==> src/rtl/ictl_pkg.sv <==
package ictl_pkg;
  localparam logic [2:0] OP_STATUS = 3'd0;
  localparam logic [2:0] OP_MASK   = 3'd1;
  localparam logic [2:0] OP_TYPE   = 3'd2;
  localparam logic [7:0] CMD_DONE  = 8'hFF;
  localparam logic [7:0] ID_NONE   = 8'hFF;
  localparam int         SEL_W     = 5;
endpackage

==> src/rtl/ictl_bank.sv <==
module ictl_bank #(
  parameter int NBYTES = 16
) (
  input  logic                         clk,
  input  logic                         rst_n,
  input  logic                         wr_en,
  input  logic [ictl_pkg::SEL_W-1:0]   sel,
  input  logic [7:0]                   wdata,
  output logic [7:0]                   rd_byte,
  output logic [NBYTES*8-1:0]          bits
);
  localparam int SW = ictl_pkg::SEL_W;

  for (genvar b = 0; b < NBYTES; b++) begin : g_byte
    logic [7:0] byte_q;
    logic [7:0] byte_d;
    logic       byte_en;

    assign byte_en = wr_en && (sel == SW'(b));

    always_comb begin
      byte_d = byte_q;
      if (byte_en) byte_d = wdata;
    end

    always_ff @(posedge clk or negedge rst_n) begin
      if (!rst_n)       byte_q <= 8'h00;
      else if (byte_en) byte_q <= byte_d;
    end

    assign bits[b*8 +: 8] = byte_q;
  end

  always_comb begin
    rd_byte = 8'h00;
    for (int b = 0; b < NBYTES; b++) begin
      if (sel == SW'(b)) rd_byte = bits[b*8 +: 8];
    end
  end

  AST_BANK_HOLD: assert property (@(posedge clk) disable iff (!rst_n)
    !wr_en |=> $stable(bits));
  AST_BANK_OOR: assert property (@(posedge clk) disable iff (!rst_n)
    (wr_en && (int'(sel) >= NBYTES)) |=> $stable(bits));
endmodule

==> src/rtl/ictl_pend.sv <==
module ictl_pend #(
  parameter int N = 128
) (
  input  logic         clk,
  input  logic         rst_n,
  input  logic [N-1:0] src_in,
  input  logic [N-1:0] typ,
  input  logic         eoi,
  input  logic [7:0]   eoi_id,
  output logic [N-1:0] pend
);
  localparam int IW = (N > 1) ? $clog2(N) : 1;

  logic [N-1:0] prev_q;
  logic [N-1:0] latch_q;
  logic [N-1:0] latch_d;
  logic [N-1:0] set_v;
  logic [N-1:0] clr_v;

  for (genvar i = 0; i < N; i++) begin : g_src
    assign set_v[i]   = src_in[i] & ~prev_q[i] & ~typ[i];
    assign clr_v[i]   = eoi && (eoi_id == 8'(i));
    assign latch_d[i] = set_v[i] | (latch_q[i] & ~clr_v[i]);
    assign pend[i]    = typ[i] ? src_in[i] : latch_q[i];
  end

  always_ff @(posedge clk or negedge rst_n) begin
    if (!rst_n) begin
      prev_q  <= '0;
      latch_q <= '0;
    end else begin
      prev_q  <= src_in;
      latch_q <= latch_d;
    end
  end

  AST_EDGE_SET: assert property (@(posedge clk) disable iff (!rst_n)
    1'b1 |=> ((latch_q & $past(set_v)) == $past(set_v)));
  AST_LATCH_KEEP: assert property (@(posedge clk) disable iff (!rst_n)
    !eoi |=> (($past(latch_q) & ~latch_q) == '0));
  AST_EOI_CLR: assert property (@(posedge clk) disable iff (!rst_n)
    (eoi && (int'(eoi_id) < N) && !set_v[eoi_id[IW-1:0]])
      |=> !latch_q[$past(eoi_id[IW-1:0])]);
endmodule

==> src/rtl/ictl_prio.sv <==
module ictl_prio #(
  parameter int N = 128
) (
  input  logic [N-1:0] act,
  output logic         valid,
  output logic [7:0]   id
);
  always_comb begin
    valid = 1'b0;
    id    = ictl_pkg::ID_NONE;
    for (int i = N - 1; i >= 0; i--) begin
      if (act[i]) begin
        valid = 1'b1;
        id    = 8'(i);
      end
    end
  end
endmodule

==> src/rtl/irq_cmd_ctrl.sv <==
module irq_cmd_ctrl #(
  parameter int NUM_SRC = 128
) (
  input  logic               clk,
  input  logic               rst_n,
  input  logic               bus_addr,
  input  logic               bus_wr,
  input  logic               bus_rd,
  input  logic [7:0]         bus_wdata,
  output logic [7:0]         bus_rdata,
  input  logic [NUM_SRC-1:0] irq_in,
  output logic               irq_n
);
  import ictl_pkg::*;

  localparam int NBYTES = NUM_SRC / 8;
  localparam int IW     = (NUM_SRC > 1) ? $clog2(NUM_SRC) : 1;

  logic [7:0]         cmd_q, cmd_d;
  logic [7:0]         last_q, last_d;
  logic               irq_n_q, irq_n_d;
  logic [2:0]         op;
  logic [SEL_W-1:0]   sel;
  logic               is_done;
  logic               dat_wr, cmd_wr, stat_rd;
  logic               mask_wr, type_wr, eoi;
  logic [7:0]         mask_rd, type_rd;
  logic [NUM_SRC-1:0] mask_bits, type_bits, pend, act;
  logic               prio_valid;
  logic [7:0]         prio_id;

  assign op      = cmd_q[7:5];
  assign sel     = cmd_q[SEL_W-1:0];
  assign is_done = (cmd_q == CMD_DONE);
  assign cmd_wr  = bus_wr && !bus_addr;
  assign dat_wr  = bus_wr && bus_addr;
  assign mask_wr = dat_wr && !is_done && (op == OP_MASK);
  assign type_wr = dat_wr && !is_done && (op == OP_TYPE);
  assign eoi     = dat_wr && is_done;
  assign stat_rd = bus_rd && bus_addr && (op == OP_STATUS);

  ictl_bank #(.NBYTES(NBYTES)) i_mask (
    .clk(clk), .rst_n(rst_n), .wr_en(mask_wr), .sel(sel),
    .wdata(bus_wdata), .rd_byte(mask_rd), .bits(mask_bits)
  );

  ictl_bank #(.NBYTES(NBYTES)) i_type (
    .clk(clk), .rst_n(rst_n), .wr_en(type_wr), .sel(sel),
    .wdata(bus_wdata), .rd_byte(type_rd), .bits(type_bits)
  );

  ictl_pend #(.N(NUM_SRC)) i_pend (
    .clk(clk), .rst_n(rst_n), .src_in(irq_in), .typ(type_bits),
    .eoi(eoi), .eoi_id(last_q), .pend(pend)
  );

  assign act = pend & mask_bits;

  ictl_prio #(.N(NUM_SRC)) i_prio (
    .act(act), .valid(prio_valid), .id(prio_id)
  );

  always_comb begin
    cmd_d   = cmd_q;
    last_d  = last_q;
    irq_n_d = ~(|act);
    if (cmd_wr) cmd_d = bus_wdata;
    if (stat_rd && prio_valid) last_d = prio_id;
  end

  always_ff @(posedge clk or negedge rst_n) begin
    if (!rst_n) begin
      cmd_q   <= 8'h00;
      last_q  <= ID_NONE;
      irq_n_q <= 1'b1;
    end else begin
      if (cmd_wr) cmd_q <= cmd_d;
      if (stat_rd && prio_valid) last_q <= last_d;
      irq_n_q <= irq_n_d;
    end
  end

  assign irq_n = irq_n_q;

  always_comb begin
    bus_rdata = 8'h00;
    if (!bus_addr) begin
      bus_rdata = cmd_q;
    end else if (!is_done) begin
      case (op)
        OP_STATUS: bus_rdata = prio_id;
        OP_MASK:   bus_rdata = mask_rd;
        OP_TYPE:   bus_rdata = type_rd;
        default:   bus_rdata = 8'h00;
      endcase
    end
  end

  AST_IRQ_FOLLOW: assert property (@(posedge clk) disable iff (!rst_n)
    1'b1 |=> (irq_n == !$past(|act)));
  AST_PRIO_HIT: assert property (@(posedge clk) disable iff (!rst_n)
    prio_valid |-> act[prio_id[IW-1:0]]);
  AST_PRIO_LOW: assert property (@(posedge clk) disable iff (!rst_n)
    prio_valid |-> ((act & ((NUM_SRC'(1) << prio_id[IW-1:0]) - NUM_SRC'(1))) == '0));
  AST_PRIO_NONE: assert property (@(posedge clk) disable iff (!rst_n)
    !prio_valid |-> ((prio_id == ID_NONE) && (act == '0)));
endmodule

==> config.mk <==
export PLATFORM = sky130hd
export DESIGN_NAME = irq_cmd_ctrl
export DESIGN_NICKNAME = d
export VERILOG_FILES = /design/src/rtl/ictl_pkg.sv /design/src/rtl/ictl_bank.sv /design/src/rtl/ictl_pend.sv /design/src/rtl/ictl_prio.sv /design/src/rtl/irq_cmd_ctrl.sv
export SDC_FILE = /design/constraint.sdc
export NUM_CORES = 1
export LEC_CHECK = 0
export BUFFER_PORTS_ARGS = -buffer_cell sky130_fd_sc_hd__buf_2
export CAP_MARGIN = 15
export CORE_ASPECT_RATIO = 0.7
export CORE_MARGIN = 2
export CORE_UTILIZATION = 55
export DETAILED_ROUTE_END_ITERATION = 10
export GPL_TIMING_DRIVEN = 0
export PLACE_DENSITY = 0.84
export SLEW_MARGIN = 20
export SYNTH_ARGS = -nofsm -noshare
export SYNTH_HDL_FRONTEND = slang
export SYNTH_SLANG_ARGS = --single-unit
==> constraint.sdc <==
create_clock -name clk -period 2.8 [get_ports clk]
set_clock_uncertainty 0.05 [all_clocks]
set_input_delay 0.42 -clock clk [delete_from_list [all_inputs] [get_ports clk]]
set_output_delay 0.42 -clock clk [all_outputs]
set_load 0.02 [all_outputs]
Word-level counts from Yosys, hierarchy flattened --
Cells that the tools add are included.
Word-level totals: flip-flop bits (word level) 529, word-level logic and storage cells 1674
Operators by class: eq/ne operators 145, mux-type cells 419, bitwise logic cells 898, reductions and logical operators 175
Operator list (count):
- 8-bit two-way mux | 162
- 8-bit by 7-bit equality test with 1-bit output (second input constant) | 64
- 1-bit NOT | 385
- 1-bit bitwise AND | 384
- 8-bit by 6-bit equality test with 1-bit output (second input constant) | 32
- 1-bit two-way mux | 256
- 1-bit logical AND | 169
- 128-bit bitwise AND | 1
- 8-bit by 5-bit equality test with 1-bit output (second input constant) | 16
- 1-bit bitwise OR | 128
- 128-bit OR reduction | 1
- 8-bit by 4-bit equality test with 1-bit output (second input constant) | 8
- 5-bit by 4-bit equality test with 1-bit output (second input constant) | 8
- 8-bit by 3-bit equality test with 1-bit output (second input constant) | 4
- 8-bit case mux with 3 select lines | 1
- 5-bit by 3-bit equality test with 1-bit output (second input constant) | 4
- 8-bit by 2-bit equality test with 1-bit output (second input constant) | 2
- 5-bit by 2-bit equality test with 1-bit output (second input constant) | 2
- 8-bit by 1-bit equality test with 1-bit output (second input constant) | 1
- 8-bit equality test (second input constant) | 1
- 8-bit logical NOT | 1
- 5-bit by 1-bit equality test with 1-bit output (second input constant) | 1
- 5-bit logical NOT | 1
- 3-bit by 1-bit equality test with 1-bit output (second input constant) | 1
- 3 further kinds | 4

Logic depth before layout (Yosys ltp) --
Gate-level depths: netlist of run 1.
word-level depth 133, mapped depth 11, gate-level depth less buffers 8

Modules after synthesis --
From an unflattened synthesis of run 1, not the netlist that was laid out.
Second synthesis, totals: cell total of the unflattened synthesis 2605, area, all modules 27513.9 um2
Modules (own cells, without submodules):
- ictl_bank | instances 2, cells each 538, area an instance 6538.8 um2, seq. area each 3203.1 um2
- ictl_pend | instances 1, cells each 956, area an instance 10661.5 um2, seq. area each 6406.1 um2
- irq_cmd_ctrl | instances 1, cells each 278, area an instance 2097.0 um2, seq. area each 436.7 um2
- ictl_prio | instances 1, cells each 295, area an instance 1677.9 um2, seq. area each 0.0 um2

Least setup slack after synthesis of run 1 --
OpenSTA, ideal clock, no wires.
path kind register -> output, start point register i_type.g_byte[10].byte_q[1], end point output bus_rdata[2], arrival time 2403 ps, required time 2330 ps, path slack -73 ps, stages on the path, launching flop included 9, path buffers 0, cells stage by stage dfrtp_1 > mux2_2 > a22oi_1 > nand2_1 > or3_1 > a21oi_1 > a2bb2oi_1 > a221oi_2 > o31ai_1
Between the ends: cells in the longest elaborated chain, start to end 87
Ends and longest elaborated chain:
- from (decl) | line ictl_bank.sv:15 | logic [7:0] byte_q;
- from (signal assigned) | line ictl_bank.sv:28 | else if (byte_en) byte_q <= byte_d;
- 1-bit two-way mux | line ictl_pend.sv:24 | assign pend[i] = typ[i] ? src_in[i] : latch_q[i];
- 128-bit bitwise AND | line irq_cmd_ctrl.sv:57 | assign act = pend & mask_bits;
- 8-bit two-way mux (82 in series) | line ictl_prio.sv:12 | if (act[i]) begin
- 8-bit case mux with 3 select lines | line irq_cmd_ctrl.sv:90 | case (op)
- 8-bit two-way mux | line irq_cmd_ctrl.sv:89 | end else if (!is_done) begin
- 8-bit two-way mux | line irq_cmd_ctrl.sv:87 | if (!bus_addr) begin
- to (decl) | line irq_cmd_ctrl.sv:10 | output logic [7:0] bus_rdata,
No other way between the ends.

Final worst setup path of run 1 --
start point register cmd_q[0], end point output bus_rdata[2]
Between the ends: cells in the longest elaborated chain, start to end 20, elaborated cells between the ends (all ways) 52, classes of those cells 16 x eq/ne; 35 x mux; 1 x reduce/logical
Ends and longest elaborated chain:
- from (decl) | line irq_cmd_ctrl.sv:19 | logic [7:0] cmd_q, cmd_d;
- from (signal assigned) | line irq_cmd_ctrl.sv:77 | if (cmd_wr) cmd_q <= cmd_d;
- 5-bit logical NOT | line ictl_bank.sv:37 | if (sel == SW'(b)) rd_byte = bits[b*8 +: 8];
- 8-bit two-way mux (16 in series) | line ictl_bank.sv:37
- 8-bit case mux with 3 select lines | line irq_cmd_ctrl.sv:90
- 8-bit two-way mux * | line irq_cmd_ctrl.sv:89
- 8-bit two-way mux * | line irq_cmd_ctrl.sv:87
Mark *: on every way between the ends. The rest lies on a longest branch, timed or not.

==> flow_summary.ini, run 1 <==
[floorplan]
die_area_um2 = 47300
initial_core_util = 0.557
num_rows = 65
ios = 150
die_h_um = 182
die_w_um = 259
core-area_um2 = 45000

[setup_path]
worst-path-max-fanout = 6
r2r_cells = 9
critPathKind = reg -> out
critPathArrivalTime_ns = 3.71
r2r-end = last_q[0]$_DFFE_PN1P_
endpoint_kind = output port
reg2reg_from = i_type.g_byte[0].byte_q[7]$_DFFE_PN0P_
startpoint_type = flip-flop
r2r_slack_ns = -0.08
required_ns = 2.33

[synth]
synth_top_family_by_area = multiplexers
ys.warnings.count = 0
synth_cell_types = 79
synth-async-reset-ratio = 1.00
ys_seq_area_frac = 0.529
synth-edff-count = 0
synth.area.mux_share = 0.182
synth-simple-area-share = 0.119
yosys.area_share.adder = 0
synth_fp_nets = 2345
yosys.area.top_type = dfrtp_1
yosys.area.top_type_share = 0.520
synthesis.area_um2 = 25000
netlist_instances = 2204
synth_xor_area_frac = 0
ys_top_cells_by_area = dfrtp_1 52%, mux2_2 16%, nand2_1 5.0%, a22o_1 3.6%, a22oi_1 2.9%
synth-main-ff-cell = dfrtp_1
syn_avg_cell_area_um2 = 11.4
ys_seq_elements = 529
synth_compound_area_frac = 0.152

[hold_path]
worstHoldPathCells = 2
min_path_type = in -> reg
min-delay-start = irq_in[37]
min_to = i_pend.latch_q[37]$_DFF_PN0_

[clock_tree]
clock-sinks = 529
cts_tree = yes
cts_root_buf = clkbuf_16
path_clk_slew_ns = 0.06
insertion_delay_ns = 0.59
cts_buffers = 49
clockBufferDepth = 3
h-tree-depth = 2

[grt]
grt_pass1_vias = 22461
grt-ovfl-total = 0
grt_usage = 0.476
antenna_found_initial = 9
grt_pass1_wl_mm = 159
grt_max_degree = 98

[status]
status = finished with violations
violations = negative setup slack

[timing]
post-route-min-period_ns = 4.18
rsz0062_at_grt = true
holdWs_ns = 0.0193
worst_pin_slew_ns = 1.35
fmax_mhz = 239
min_period_over_period = 1.49
slew-limit-headroom = 0.0989
setup_viol = 22
setup_ws_ns = -1.38
final.setup.tns_ns = -9.92
maxSlewViolCount = 0
hold_viol = 0

[place]
hpwl_mm = 78.0
dp.cells = 2967
place_congestion = 1.05
io_buffers = 148

[layout]
area_delta_synth_final_pct = 30.6
final_nets = 2825
layout-drive-gt1-share = 0.380
final_cell_count_no_fill = 3335
layout_commonest_cell = dfrtp_1
final_cell_mix = 498 x dfrtp_1, 347 x mux2_2, 319 x nand2_1, 161 x nor2_1, 142 x buf_2

[detailed_routing]
wire_per_inst_um = 33.9
drt_iter0_drc = 3731
vias_per_cell = 6.88
dr.pass1.iters = 8
wirelength_mm = 113
vias = 22948
drc = 0
ant_nets = 0

[flow_run]
drv_cap = 0

[power_and_ir_drop]
leakagePower_nw = 13.7
irDropWorstVdd_mv = 0.661
power_w = 0.0212
p_per_area_nw_per_um2 = 647
## final cells by class
class	count	area, um^2
timing repair buffer	437	3650
buffer	70	482
clock inverter	24	259
antenna	9	22.5
fill	3069	12300
tap	603	754
clock buffer	66	1410
inverter	32	120
sequential	529	13300
multi-input combinational	1565	12700
## kinds of logic (layout without fill, tap and decap cells)
| group | Yosys count | in the layout |
|---|---|---|
| compound gates | 492 | 492 |
| mux | 400 | 400 |
| buf+inv | 110 | 629 |
| other cells | 0 | 9 |
| simple gates | 673 | 673 |
| flops | 529 | 529 |
## registers in the layout (all words and copies together), names as in the netlist
name	flops
i_type.g_byte.byte_q	128
cmd_q	8
i_mask.g_byte.byte_q	128
last_q	8
i_pend.prev_q	128
i_pend.latch_q	128
irq_n	1
## synth_stat cells, types with 5 or more instances
library cell / number
a32o_1: 7
mux2_2: 350
clkbuf_1: 56
a22oi_4: 5
nand4_1: 28
a22oi_1: 98
nand3_1: 36
dfstp_2: 9
mux2i_1: 28
or3_1: 9
o211ai_1: 10
o2bb2ai_1: 10
a21oi_1: 32
nand2_1: 331
and2_1: 18
nor3_2: 9
a221o_1: 5
dfrtp_1: 520
a211oi_1: 16
nor3_1: 9
nor2_1: 181
o21ai_0: 59
a221oi_1: 16
o31ai_1: 6
mux4_2: 8
o2111ai_1: 7
a31oi_1: 10
nor4_1: 5
a2bb2oi_1: 13
mux2_1: 12
inv_1: 32
buf_1: 7
a22o_1: 102
a41oi_1: 5
o21ai_1: 26
o22ai_1: 10
a222oi_1: 16
nand2b_1: 16
nor2b_1: 7
buf_2: 14
## through the flow
step | worst slack [ns] | instance area (um^2) | utilization
after floorplan | 0.0366 | 25000 | -
after global placement | -9.12 | 26500 | 0.590
after detailed placement | -2.00 | 26900 | 0.597
after CTS | -1.29 | 31700 | 0.706
after global routing | -1.42 | 32700 | 0.727
final | -1.38 | 32700 | 0.727
## how the worst max path moves through the flow
stage,slack (ns),cells past startpoint,start,end
after floorplan,0.04,8,i_type.g_byte[7].byte_q[7]$_DFFE_PN0P_,bus_rdata[2]
after global placement,-9.12,1,rst_n,i_pend.latch_q[115]$_DFF_PN0_
after detailed placement,-2.00,9,cmd_q[0]$_DFFE_PN0P_,bus_rdata[4]
after CTS,-1.29,10,cmd_q[1]$_DFFE_PN0P_,bus_rdata[4]
after global routing,-1.42,11,cmd_q[0]$_DFFE_PN0P_,bus_rdata[2]
final,-1.38,11,cmd_q[0]$_DFFE_PN0P_,bus_rdata[2]
## power breakdown
part	switching, W	total, W	internal (W)	leakage (nW)
combinational	0.00329	0.00538	0.00209	6.64
sequential	0.000551	0.00865	0.00810	6.26
clock	0.00313	0.00714	0.00401	0.837
## layer usage
metal / track usage / wire [um]
met1: 0.661 / 44300
met3: 0.197 / 17400
met5: 0.0134 / 131
met4: 0.203 / 5990
met2: 0.651 / 45400
## what timing repair did
item	4_1_cts	5_1_grt
gates cloned	1	1
setup buffers	99	47
endpoints found under the setup margin	346	179
pin swaps	76	69
gates resized for setup	243	135
endpoints found under the hold margin	216	0
hold buffers	130	0
## critical path: stages (launching register included)
cell,delay [ns]
dfrtp_2,0.49
or2_1,0.16
buf_6,0.14
nor3_4,0.06
buf_6,0.13
a222oi_1,0.80
o2111ai_1,0.30
a21oi_2,0.31
o32ai_2,0.14
a31oi_1,0.24
o31ai_2,0.15
buf_4,0.18
(Power assumes the default switching activity.)
==> inputs of run 2 (changes only) <==
Settings changed: TNS_END_PERCENT from default to 1.
==> flow_summary.ini, run 2 (synthesis gave the netlist of run 1 again) <==
[clock_tree]
clockBufferDepth = 3
clock-sinks = 529
cts_root_buf = clkbuf_16
cts_buffers = 49
cts_tree = yes
h-tree-depth = 2
path_clk_slew_ns = 0.06
insertion_delay_ns = 0.60

[grt]
use_met1 = 0.659
grt_pass1_vias = 21943
antenna_found_initial = 5
grt_use_met3 = 0.188
grt-ovfl-total = 0
grt_usage = 0.467
grt_max_degree = 98
use_met2 = 0.629
grt_pass1_wl_mm = 156
grt.busiest_layer = met1

[setup_path]
startpoint_type = flip-flop
r2r_slack_ns = -0.28
critPathArrivalTime_ns = 3.79
endpoint_kind = output port
required_ns = 2.33
r2r-end = i_pend.latch_q[112]$_DFF_PN0_
reg2reg_from = cmd_q[1]$_DFFE_PN0P_
critPathKind = reg -> out
worst-path-max-fanout = 5
crit_start = cmd_q[0]$_DFFE_PN0P_
crit_path_end = bus_rdata[4]
r2r_cells = 9

[detailed_routing]
ant_nets = 0
vias_per_cell = 6.84
vias = 22185
drc = 0
wire_per_inst_um = 34.0
drt_iter0_drc = 3333
dr.pass1.iters = 8
wirelength_mm = 110

[hold_path]
worstHoldPathCells = 3
min_path_type = in -> reg

[timing]
fmax_mhz = 235
post-route-min-period_ns = 4.26
setup_viol = 102
worst_pin_slew_ns = 1.32
slew-limit-headroom = 0.122
min_period_over_period = 1.52
maxSlewViolCount = 0
setup_ws_ns = -1.46
rsz0062_at_grt = true
hold_viol = 0

[layout]
area_delta_synth_final_pct = 24.4
final_cell_mix = 511 x dfrtp_1, 350 x mux2_2, 326 x nand2_1, 162 x nor2_1, 146 x buf_2
final_cell_count_no_fill = 3242
layout-drive-gt1-share = 0.325
final_nets = 2737
layout_commonest_cell = dfrtp_1

[floorplan]
die_w_um = 259
die_h_um = 182
num_rows = 65
core-area_um2 = 45000
die_area_um2 = 47300
initial_core_util = 0.557
ios = 150

[place]
pre_cts_slack_ns = -2.00
io_buffers = 148
dp.cells = 2967
place_congestion = 1.05
hpwl_mm = 78.0

[power_and_ir_drop]
irDropWorstVdd_mv = 0.518
p_per_area_nw_per_um2 = 657
leakagePower_nw = 13.1

[status]
violations = negative setup slack
status = finished with violations

[flow_run]
drv_cap = 0
## run 2: cell count changes in the layout (fill, tap and decap cells not counted), moves of 10 or more
cell	delta
buf_12	-10
dfrtp_2	-13
dfrtp_1	+13
a22oi_1	+11
buf_4	-65
buf_6	-20
a22oi_2	-11
## run 2: layer usage
metal	routed length (um)	up-vias
met4	5290	6
met1	44400	11315
met5	110	-
met3	16300	302
li1	-	8988
met2	44100	1574
## run 2: how the worst min path moves through the flow
| stage | startpoint | endpoint |
|---|---|---|
| after global placement | i_pend.latch_q[118]$_DFF_PN0_ | i_pend.latch_q[118]$_DFF_PN0_ |
| after CTS | irq_in[18] | i_pend.latch_q[18]$_DFF_PN0_ |
| after floorplan | rst_n | cmd_q[0]$_DFFE_PN0P_ |
| after global routing | irq_in[37] | i_pend.latch_q[37]$_DFF_PN0_ |
| final | irq_in[94] | i_pend.latch_q[94]$_DFF_PN0_ |
| after detailed placement | rst_n | i_pend.latch_q[36]$_DFF_PN0_ |
## run 2: final cells by class
cell class,instances,area (um^2)
Clock buffer,66,1410
Timing Repair Buffer,343,2740
Tap cell,603,754
Sequential cell,529,13300
Antenna cell,4,10.0
Multi-Input combinational cell,1565,12100
Inverter,32,120
Clock inverter,24,259
Buffer,76,468
Fill cell,3261,13800
## run 2: repair_timing
item	CTS	global route
endpoints found under the setup margin	346	203
resized for setup	154	64
setup buffers	35	18
pin swaps	41	23
hold endpoints to repair	216	0
cloned	0	0
hold buffers	130	0
## run 2: worst max-delay path: stages, from the launching register on
cell and delay [ns]:
dfrtp_2 0.49, buf_4 0.16, buf_6 0.12, nor2b_4 0.16, nand2_2 0.09, o21ai_4 0.10
a222oi_1 0.77, a41oi_2 0.40, nor2_2 0.27, a21oi_2 0.08, a211o_1 0.38, buf_6 0.17
## run 2: power by group
group          leakage [nW]  switching [W]  internal, W  total [W]
clock                 0.837        0.00312      0.00401    0.00713
sequential             6.28       0.000525      0.00810    0.00862
combinational          5.93        0.00300      0.00169    0.00469
total                  13.1        0.00665       0.0138     0.0204
## run 2: metrics by stage
| stage | setup TNS, ns | power [W] | utilization | instance area (um^2) | hold slack (ns) |
|---|---|---|---|---|---|
| after floorplan | 0 | 0.0106 | - | 25000 | 0.0744 |
| after global placement | -5003.46 | 0.0123 | 0.590 | 26500 | 0.410 |
| after detailed placement | -164.31 | 0.0124 | 0.597 | 26900 | 0.415 |
| after CTS | -10.42 | 0.0200 | 0.684 | 30800 | 0.000464 |
| after global routing | -28.14 | 0.0209 | 0.692 | 31100 | 0.0218 |
| final | -19.61 | 0.0204 | 0.692 | 31100 | 0.0177 |
